===== src/rtl/fe_pkg.sv =====
package fe_pkg;
  localparam logic [7:0] OP_WEL_SET = 8'h06;
  localparam logic [7:0] OP_WEL_CLR = 8'h04;
  localparam logic [7:0] OP_STAT_RD = 8'h05;
  localparam logic [7:0] OP_STAT_WR = 8'h01;
  localparam logic [7:0] OP_ARR_RD  = 8'h03;
  localparam logic [7:0] OP_ARR_WR  = 8'h02;
  localparam logic [7:0] OP_CNT_WR  = 8'h07;

  typedef enum logic [2:0] {
    ST_IDLE,
    ST_CMD,
    ST_ADDR,
    ST_ARR_RD,
    ST_ARR_WR,
    ST_STAT_RD,
    ST_STAT_WR,
    ST_HALT
  } fe_state_e;
endpackage


===== src/rtl/fe_sync.sv =====
module fe_sync #(
  parameter int STAGES = 2,
  parameter int WIDTH  = 3
) (
  input  logic             clk,
  input  logic             rst_n,
  input  logic [WIDTH-1:0] d,
  output logic [WIDTH-1:0] q
);
  logic [WIDTH-1:0] chain_q [STAGES];

  generate
    for (genvar s = 0; s < STAGES; s++) begin : g_stage
      always_ff @(posedge clk or negedge rst_n) begin
        if (!rst_n) chain_q[s] <= '0;
        else if (s == 0) chain_q[s] <= d;
        else chain_q[s] <= chain_q[(s == 0) ? 0 : s-1];
      end
    end
  endgenerate

  assign q = chain_q[STAGES-1];
endmodule


===== src/rtl/fe_tx_shift.sv =====
module fe_tx_shift #(
  parameter int DATA_W = 8
) (
  input  logic              clk,
  input  logic              rst_n,
  input  logic              load,
  input  logic              shift,
  input  logic [DATA_W-1:0] din,
  output logic              bit_o
);
  logic [DATA_W-1:0] sh_q;

  always_ff @(posedge clk or negedge rst_n) begin
    if (!rst_n)     sh_q <= '0;
    else if (load)  sh_q <= din;
    else if (shift) sh_q <= {sh_q[DATA_W-2:0], 1'b0};
  end

  assign bit_o = sh_q[DATA_W-1];
endmodule


===== src/rtl/fe_cmd_ctrl.sv =====
module fe_cmd_ctrl
  import fe_pkg::*;
#(
  parameter int ADDR_W     = 10,
  parameter int DATA_W     = 8,
  parameter int CMD_ADDR_W = 16
) (
  input  logic              clk,
  input  logic              rst_n,
  input  logic              cs_fall,
  input  logic              cs_rise,
  input  logic              sck_rise,
  input  logic              sck_fall,
  input  logic              mosi_s,
  input  logic [DATA_W-1:0] mem_rd_data,
  input  logic [DATA_W-1:0] stat_rd_data,
  input  logic              wr_ready,
  output logic [ADDR_W-1:0] rd_addr,
  output logic              wr_valid,
  output logic [ADDR_W-1:0] wr_addr,
  output logic [DATA_W-1:0] wr_data,
  output logic              wr_incr,
  output logic              stat_wr_valid,
  output logic [DATA_W-1:0] stat_wr_data,
  output logic              wel_set,
  output logic              wel_clr,
  output logic              tx_load,
  output logic              tx_shift,
  output logic [DATA_W-1:0] tx_data,
  output logic              out_en
);
  localparam int CNT_W      = $clog2(DATA_W);
  localparam int ADDR_BYTES = CMD_ADDR_W / DATA_W;
  localparam int AB_W       = (ADDR_BYTES > 1) ? $clog2(ADDR_BYTES) : 1;

  fe_state_e         state_q;
  logic [DATA_W-2:0] rx_q;
  logic [CNT_W-1:0]  bit_q;
  logic [AB_W-1:0]   abyte_q;
  logic [ADDR_W-1:0] addr_q;
  logic              is_wr_q, incr_q, sr_got_q, sr_bad_q;

  wire [DATA_W-1:0] rx_byte   = {rx_q, mosi_s};
  wire              byte_done = (bit_q == CNT_W'(DATA_W-1));
  wire              shifting  = state_q inside {ST_CMD, ST_ADDR, ST_ARR_RD, ST_ARR_WR,
                                                ST_STAT_RD, ST_STAT_WR};
  wire              out_phase = (state_q == ST_ARR_RD) || (state_q == ST_STAT_RD);
  wire              fall_act  = !cs_rise && !cs_fall && sck_fall && out_phase;

  // Output byte boundary: load on the falling edge that follows a full byte.
  always_comb begin
    tx_load  = fall_act && (bit_q == '0);
    tx_shift = fall_act && (bit_q != '0);
    tx_data  = (state_q == ST_ARR_RD) ? mem_rd_data : stat_rd_data;
  end

  assign rd_addr = addr_q;

  always_ff @(posedge clk or negedge rst_n) begin
    if (!rst_n) begin
      state_q <= ST_IDLE; rx_q <= '0; bit_q <= '0; abyte_q <= '0; addr_q <= '0;
      is_wr_q <= 1'b0; incr_q <= 1'b0; sr_got_q <= 1'b0; sr_bad_q <= 1'b0;
      wr_valid <= 1'b0; wr_addr <= '0; wr_data <= '0; wr_incr <= 1'b0;
      stat_wr_valid <= 1'b0; stat_wr_data <= '0;
      wel_set <= 1'b0; wel_clr <= 1'b0; out_en <= 1'b0;
    end else begin
      wel_set       <= 1'b0;
      wel_clr       <= 1'b0;
      stat_wr_valid <= 1'b0;
      if (wr_valid && wr_ready) wr_valid <= 1'b0;

      if (cs_rise) begin
        if (state_q == ST_STAT_WR && sr_got_q && !sr_bad_q && bit_q == '0)
          stat_wr_valid <= 1'b1;
        state_q <= ST_IDLE;
        out_en  <= 1'b0;
      end else if (cs_fall) begin
        state_q  <= ST_CMD;
        bit_q    <= '0;
        rx_q     <= '0;
        abyte_q  <= '0;
        sr_got_q <= 1'b0;
        sr_bad_q <= 1'b0;
        out_en   <= 1'b0;
      end else if (sck_rise && shifting) begin
        rx_q  <= rx_byte[DATA_W-2:0];
        bit_q <= bit_q + 1'b1;
        if (state_q == ST_STAT_WR && sr_got_q) sr_bad_q <= 1'b1;
        if (byte_done) begin
          unique case (state_q)
            ST_CMD: begin
              case (rx_byte)
                OP_WEL_SET: begin wel_set <= 1'b1; state_q <= ST_HALT; end
                OP_WEL_CLR: begin wel_clr <= 1'b1; state_q <= ST_HALT; end
                OP_STAT_RD: state_q <= ST_STAT_RD;
                OP_STAT_WR: state_q <= ST_STAT_WR;
                OP_ARR_RD:  begin state_q <= ST_ADDR; is_wr_q <= 1'b0; incr_q <= 1'b0; end
                OP_ARR_WR:  begin state_q <= ST_ADDR; is_wr_q <= 1'b1; incr_q <= 1'b0; end
                OP_CNT_WR:  begin state_q <= ST_ADDR; is_wr_q <= 1'b1; incr_q <= 1'b1; end
                default:    state_q <= ST_HALT;
              endcase
            end
            ST_ADDR: begin
              addr_q <= ADDR_W'({addr_q, rx_byte});
              if (abyte_q == AB_W'(ADDR_BYTES-1))
                state_q <= is_wr_q ? ST_ARR_WR : ST_ARR_RD;
              else
                abyte_q <= abyte_q + 1'b1;
            end
            ST_ARR_WR: begin
              if (!wr_valid || wr_ready) begin
                wr_valid <= 1'b1;
                wr_addr  <= addr_q;
                wr_data  <= rx_byte;
                wr_incr  <= incr_q;
              end
              addr_q <= addr_q + 1'b1;
            end
            ST_STAT_WR: begin
              if (!sr_got_q) begin
                sr_got_q     <= 1'b1;
                stat_wr_data <= rx_byte;
              end
            end
            default: ;
          endcase
        end
      end else if (fall_act && bit_q == '0) begin
        out_en <= 1'b1;
        if (state_q == ST_ARR_RD) addr_q <= addr_q + 1'b1;
      end
    end
  end
endmodule


===== src/rtl/spi_mem_frontend.sv =====
module spi_mem_frontend #(
  parameter int ADDR_W      = 10,
  parameter int DATA_W      = 8,
  parameter int CMD_ADDR_W  = 16,
  parameter int SYNC_STAGES = 2
) (
  input  logic              clk,
  input  logic              rst_n,
  input  logic              spi_cs_n,
  input  logic              spi_sck,
  input  logic              spi_mosi,
  output logic              spi_miso,
  output logic              spi_miso_oe,
  output logic [ADDR_W-1:0] mem_rd_addr,
  input  logic [DATA_W-1:0] mem_rd_data,
  output logic              mem_wr_valid,
  input  logic              mem_wr_ready,
  output logic [ADDR_W-1:0] mem_wr_addr,
  output logic [DATA_W-1:0] mem_wr_data,
  output logic              mem_wr_incr,
  input  logic [DATA_W-1:0] stat_rd_data,
  output logic              stat_wr_valid,
  output logic [DATA_W-1:0] stat_wr_data,
  output logic              wel_set,
  output logic              wel_clr
);
  logic [2:0] pins_s;
  logic [1:0] edge_prev_q;
  logic       cs_rise, cs_fall, sck_rise, sck_fall;
  logic       tx_load, tx_shift, tx_bit, out_en;
  logic [DATA_W-1:0] tx_data;

  fe_sync #(.STAGES(SYNC_STAGES), .WIDTH(3)) u_sync (
    .clk(clk), .rst_n(rst_n),
    .d({spi_mosi, spi_sck, spi_cs_n}),
    .q(pins_s)
  );

  always_ff @(posedge clk or negedge rst_n) begin
    if (!rst_n) edge_prev_q <= '0;
    else        edge_prev_q <= pins_s[1:0];
  end

  assign cs_rise  =  pins_s[0] & ~edge_prev_q[0];
  assign cs_fall  = ~pins_s[0] &  edge_prev_q[0];
  assign sck_rise =  pins_s[1] & ~edge_prev_q[1];
  assign sck_fall = ~pins_s[1] &  edge_prev_q[1];

  fe_cmd_ctrl #(.ADDR_W(ADDR_W), .DATA_W(DATA_W), .CMD_ADDR_W(CMD_ADDR_W)) u_ctrl (
    .clk(clk), .rst_n(rst_n),
    .cs_fall(cs_fall), .cs_rise(cs_rise), .sck_rise(sck_rise), .sck_fall(sck_fall),
    .mosi_s(pins_s[2]),
    .mem_rd_data(mem_rd_data), .stat_rd_data(stat_rd_data), .wr_ready(mem_wr_ready),
    .rd_addr(mem_rd_addr),
    .wr_valid(mem_wr_valid), .wr_addr(mem_wr_addr), .wr_data(mem_wr_data),
    .wr_incr(mem_wr_incr),
    .stat_wr_valid(stat_wr_valid), .stat_wr_data(stat_wr_data),
    .wel_set(wel_set), .wel_clr(wel_clr),
    .tx_load(tx_load), .tx_shift(tx_shift), .tx_data(tx_data), .out_en(out_en)
  );

  fe_tx_shift #(.DATA_W(DATA_W)) u_tx (
    .clk(clk), .rst_n(rst_n), .load(tx_load), .shift(tx_shift),
    .din(tx_data), .bit_o(tx_bit)
  );

  assign spi_miso_oe = out_en;
  assign spi_miso    = tx_bit & out_en;
endmodule


===== config.mk =====
export PLATFORM = sky130hd
export DESIGN_NAME = spi_mem_frontend
export DESIGN_NICKNAME = d
export VERILOG_FILES = /design/src/rtl/fe_pkg.sv /design/src/rtl/fe_sync.sv /design/src/rtl/fe_tx_shift.sv /design/src/rtl/fe_cmd_ctrl.sv /design/src/rtl/spi_mem_frontend.sv
export SDC_FILE = /design/constraint.sdc
export NUM_CORES = 1
export LEC_CHECK = 0
export ABC_CLOCK_PERIOD_IN_PS = 2400
export BUFFER_PORTS_ARGS = -buffer_cell sky130_fd_sc_hd__buf_2
export CAP_MARGIN = 40
export CORE_MARGIN = 2
export CORE_UTILIZATION = 50
export CTS_CLUSTER_DIAMETER = 60
export DETAILED_ROUTE_END_ITERATION = 10
export PLACE_DENSITY_LB_ADDON = 0.1
export SYNTH_ARGS = -nofsm -noshare
export SYNTH_HDL_FRONTEND = slang
export SYNTH_SLANG_ARGS = --single-unit
export TNS_END_PERCENT = 5

===== constraint.sdc =====
create_clock -name clk -period 2.4 [get_ports clk]
set_input_delay 0.12 -clock clk [delete_from_list [all_inputs] [get_ports clk]]
set_output_delay 0.12 -clock clk [all_outputs]
set_load 0.05 [all_outputs]

* Yosys cells after proc, flatten, opt, wreduce, memory -nomap -nowiden *
Cells that the tools add are included.

operators by class
  add/sub/neg operators = 3
  equal/unequal tests = 18
  multiplexer cells = 59
  bitwise logic cells = 12
  reduce and logical (&&, ||, !) cells = 47

operators by type and width
  cell                                                   number
  2-to-1 mux 10 bit                                      4
  2-to-1 mux 1 bit                                       37
  == test 8 x 3 -> 1 bit, second input constant          4
  AND reduction 6 bit                                    5
  2-to-1 mux 3 bit                                       8
  2-to-1 mux 8 bit                                       3
  case mux 10 bit (2 select lines)                       1
  nonzero test 2 bit                                     10
  == test 8 x 2 -> 1 bit, second input constant          2
  2-to-1 mux 7 bit                                       2
  == test 3 bit, second input constant                   4
  AND reduction 4 bit                                    3
  nonzero test 3 bit                                     4
  adder 10 x 1 -> 10 bit, second input constant          1
  logical AND 1 bit                                      10
  case mux 3 bit (3 select lines)                        1
  == test 8 x 1 -> 1 bit, second input constant          1
  NOT 1 bit                                              7
  == test 3 x 2 -> 1 bit, second input constant          2
  inequality test 3 x 1 -> 1 bit, second input constant  2
  case mux 3 bit (2 select lines)                        1
  nonzero test 6 bit                                     1
  AND 1 bit                                              5
  zero test 1 bit                                        4
  other kinds (13)                                       17

storage, ports and cells
  register bits after elaboration = 76
  input port bits = 22
  output and inout port bits = 43
  logic and storage cells = 161

* Depth between registers and ports, before layout *
  depth in word-level cells = 11
  depth in mapped cells = 8
  depth with buffers taken out = 6

* Cells and area by module *
Synthesis repeated with hierarchy kept, for this count alone.

second synthesis, totals
  cell total of the unflattened synthesis = 317
  area, all modules = 3,696.0 µm²

by module, submodules not included
  module            times used  cells an instance  area each (µm²)  sequential area each (µm²)
  fe_cmd_ctrl       1           267                3,062.9          1,501.4
  fe_tx_shift       1           34                 369.1            200.2
  fe_sync           1           9                  172.7            150.1
  spi_mem_frontend  1           7                  91.3             50.0

* Worst setup path after synthesis *
OpenSTA, ideal clock, no wires.

  kind = register -> register
  start point = register u_ctrl.state_q[2]
  end point = register u_ctrl.wr_addr[9]
  data arrival time = 1.978 ns
  required time = 2.275 ns
  slack = 0.298 ns
  stages on the path, launching flop included = 7
  path buffers = 2
  period minus slack after synthesis = 2.102 ns
  cells stage by stage = dfrtp_1 > and3_1 > buf_6 > or3_4 > nor3_4 > buf_6 > mux2_2

on the way
  word-level cells in the longest chain between the ends = 4
  elaborated cells on any way between the ends = 9

ends and longest elaborated chain
  what                                            line                RTL
  start, declared                                 fe_cmd_ctrl.sv:36   fe_state_e state_q;
  start signal, assigned                          fe_cmd_ctrl.sv:106  state_q <= is_wr_q ? ST_ARR_WR : ST_ARR_RD;
  == test 3 x 1 -> 1 bit (tied with other cells)  fe_cmd_ctrl.sv:45   wire shifting = state_q inside {ST_CMD, ST_ADDR, ST_ARR_RD, ST_ARR_WR,
  nonzero test 6 bit                              fe_cmd_ctrl.sv:45
  logical AND 1 bit                               fe_cmd_ctrl.sv:85   end else if (sck_rise && shifting) begin
  AND reduction 6 bit (no source line) (*)        n/a
  end signal, assigned                            fe_cmd_ctrl.sv:113  wr_addr <= addr_q;
  end, declared                                   fe_cmd_ctrl.sv:20   output logic [ADDR_W-1:0] wr_addr,

Mark *: on every way between the ends. The rest lies on a longest branch, timed or not.
A chain may end at the register's enable or synchronous reset.

* Final worst setup path *
  start point = register u_ctrl.state_q[0]
  end point = register u_ctrl.wr_data[7]

on the way
  word-level cells in the longest chain between the ends = 4
  elaborated cells on any way between the ends = 9

ends and longest elaborated chain
  what                                            line                RTL
  == test 3 x 1 -> 1 bit (tied with other cells)  fe_cmd_ctrl.sv:45
  nonzero test 6 bit                              fe_cmd_ctrl.sv:45
  logical AND 1 bit                               fe_cmd_ctrl.sv:85
  AND reduction 6 bit (no source line) (*)        n/a
  end signal, assigned                            fe_cmd_ctrl.sv:114  wr_data <= rx_byte;
  end, declared                                   fe_cmd_ctrl.sv:21   output logic [DATA_W-1:0] wr_data,

Marked as above.

==> metrics.md <==
| Metric | Value |
|---|---|
| Status | `completed` |
| Avg Cell Area, Syn | `11.7 um^2` |
| Mapped Cells | `309` |
| Share of cells above drive strength 1 | `34.6%` |
| Yosys warnings | `0` |
| Setup violations, final | `0` |
| Initial antenna violation count | `0` |
| Maximum clock rate | `0.459 GHz` |
| Worst-skew pair later-pin latency | `0.35 ns` |
| Clock Skew | `0.0128 ns` |
| Tmin final | `2.18 ns` |
| Mapped Nets | `337` |
| CP startpoint kind | `flop` |
| Ant. Diodes | `0` |
| Layout Nets | `410` |
| Ys flop type | `dfrtp_1` |
| Per-cell routed wire length | `15.7 um` |
| Final wirelength | `7610 um` |
| Core area | `0.00691 mm^2` |
| WP data required | `2.63 ns` |
| DRC | `0` |
| Clock tree buffer depth | `2` |
| Root Buffer | `clkbuf_8` |
| I/O Pins | `65` |
| GP Congestion | `0.857` |
| Clk sinks | `76` |
| CTS tree | `done` |
| Total power per unit cell area | `812 mW/mm^2` |
| GR Overflow Total | `0` |
| Hold Path Class | `primary input to flop` |
| Max VDD drop | `388 uV` |
| Initial core utilization | `52.3%` |
| Antenna-violating nets left | `0` |
| Distinct cells, synth | `49` |
| Most common cell after layout, fill and taps aside | `dfrtp_1` |
| Hold Buf Count CTS | `4` |
| Num rows | `30` |
| Slew Viols, Final | `0` |
| Die span in x | `89.0 um` |
| Drt pass-1 iters | `4` |
| Register bit total from synthesis | `76` |
| Rel. slew slack | `62.0%` |
| Vias in the first global route | `2,559` |
| Asr flop ratio synth | `100%` |
| Crit end category | `flop` |
| RSZ-0062 raised after global routing | `false` |
| Synthesized area | `0.00361 mm^2` |
| Worst path arrival time | `2.41 ns` |
| CTS clock-pin slew for the worst setup and hold paths | `0.08 ns` |
| DRT iter0 DRCs | `102` |
| Vias post-DR | `2,729` |
| Die area | `0.00792 mm^2` |
| WS Path Type | `flop to flop` |
| CP Max Fanout | `19` |
| Setup Fix Bufs, Post-CTS | `0` |
| Final Cycle Share | `90.8%` |
| Total CTS buffers | `9` |
| LEAKAGE | `2.21 nW` |
| First-pass GRT wire length | `12,500 um` |
| PostCTS Resize Cnt | `0` |
| Area growth syn-to-layout | `20.8%` |
| Port Buf Inserts | `64` |
| DPL Wire Length | `5330 um` |
| Die Ht | `89.0 um` |
| Tot GR Track Use | `20.8%` |
| TNS Setup | `0 ns` |
| Tot Pwr | `0.00354 W` |
| Max Cap Viol | `0` |
| # H-tree levels | `3` |
| Fin. Hold Viols | `0` |
| Most frequent cells in the layout | `dfrtp_1 (76), buf_2 (63), mux2_2 (37), nand2_1 (20), buf_4 (13)` |
| Number of synthesized flops with an enable pin | `0` |
| Worst Tran Pin Value | `0.565 ns` |
| Seq/Total Area, Yosys | `52.6%` |
| Worst hold slack | `0.0818 ns` |
| Vias per cell | `5.65` |
| Largest net degree at the start of global routing | `48` |
==> cells in the mapped netlist, types with 3 or more instances <==
master	count	area, um^2
a22oi_1	8	60.1
o22a_1	4	35.0
nand3b_1	3	22.5
nor2_1	8	30.0
o21ai_0	11	55.1
buf_2	3	15.0
and4_1	3	26.3
ha_1	6	75.1
clkbuf_1	15	56.3
nor3_1	4	20.0
a41oi_1	4	35.0
nand2b_1	8	50.1
nor4_1	8	50.1
mux2_2	37	417
and2_1	3	18.8
nand3_1	7	35.0
nor4b_1	4	35.0
a31oi_1	6	37.5
a21oi_1	3	15.0
a22o_1	10	87.6
mux2i_1	11	110
inv_1	11	41.3
nand2_1	20	75.1
o22ai_1	5	31.3
dfrtp_1	76	1900
==> cell families after synthesis <==
kind of cell / after synthesis / synth area share [%]
compound gates: 64 / 13.2
fa+ha+maj: 6 / 2.08
buf+inv: 31 / 3.74
flops: 76 / 52.6
mux: 48 / 14.6
simple gates: 84 / 13.7
==> sequential cells by signal, indices dropped and copies added (netlist names), 2 cells and up <==
name                 count
u_tx.sh_q                8
u_ctrl.wr_data           8
u_ctrl.stat_wr_data      8
u_ctrl.state_q           3
u_ctrl.bit_q             3
u_ctrl.rx_q              7
u_ctrl.wr_addr          10
u_sync.q                 3
u_ctrl.rd_addr          10
u_sync.chain_q           3
edge_prev_q              2
==> where the power goes <==
group	leakage [nW]	total [W]	internal, W	switching [W]
sequential	1.02	0.00160	0.00142	0.000180
combinational	1.08	0.000853	0.000322	0.000532
clock	0.105	0.00108	0.000612	0.000473
total	2.21	0.00354	0.00236	0.00118
==> per-layer routing <==
metal	vias to the layer above	GRT usage, %	wire length [um]	part of all wire, %
met5	-	0	0	0
met4	0	7.46	19	0.25
met3	4	5.45	405	5.3
met2	91	31.5	3640	48
met1	1327	29.2	3540	47
li1	1307	-	-	-
==> cell type report <==
type	count	area, um^2
Multi-Input combinational cell	202	1580
Timing Repair Buffer	82	500
Clock inverter	6	87.6
Tap cell	96	120
Clock buffer	10	138
Fill cell	614	2540
Sequential cell	76	1900
Inverter	11	41.3
==> worst max-delay path, stage by stage, from the launching register on <==
cell,delay [ns]
dfrtp_1,0.45
buf_4,0.19
nor2_1,0.39
nand3_1,0.24
nor3_4,0.24
buf_12,0.19
mux2_2,0.35
==> path summary, 6_finish.rpt <==
path | from | end | slack, ns | cells after the start
setup / recovery | u_ctrl.state_q[0]$_DFFE_PN0P_ | u_ctrl.wr_data[7]$_DFFE_PN0P_ | 0.22 | 6
hold / removal | mem_rd_data[0] | u_tx.sh_q[0]$_DFFE_PN0P_ | 0.08 | 3
setup reg to reg | u_ctrl.state_q[0]$_DFFE_PN0P_ | u_ctrl.wr_data[7]$_DFFE_PN0P_ | 0.22 | 6
hold reg to reg | u_sync.chain_q[4]$_DFF_PN0_ | u_sync.q[1]$_DFF_PN0_ | 0.36 | 0
max in group asynchronous | rst_n | u_ctrl.wr_data[5]$_DFFE_PN0P_ | 1.61 | 3
min in group asynchronous | rst_n | u_tx.sh_q[2]$_DFFE_PN0P_ | 0.25 | 2
==> per-stage QoR <==
stage | instances | area [um^2] | setup WS (ns) | utilization [%]
6_report | 483 | 4360 | 0.220 | 63.2
3_5_place_dp | 463 | 4100 | 0.248 | 59.3
5_1_grt | 483 | 4360 | 0.0536 | 63.2
2_1_floorplan | 309 | 3610 | 0.298 | -
4_1_cts | 483 | 4360 | 0.216 | 63.2
3_3_place_gp | 462 | 4070 | 0.278 | 58.9
No activity file was read; power rests on OpenSTA's default activity.
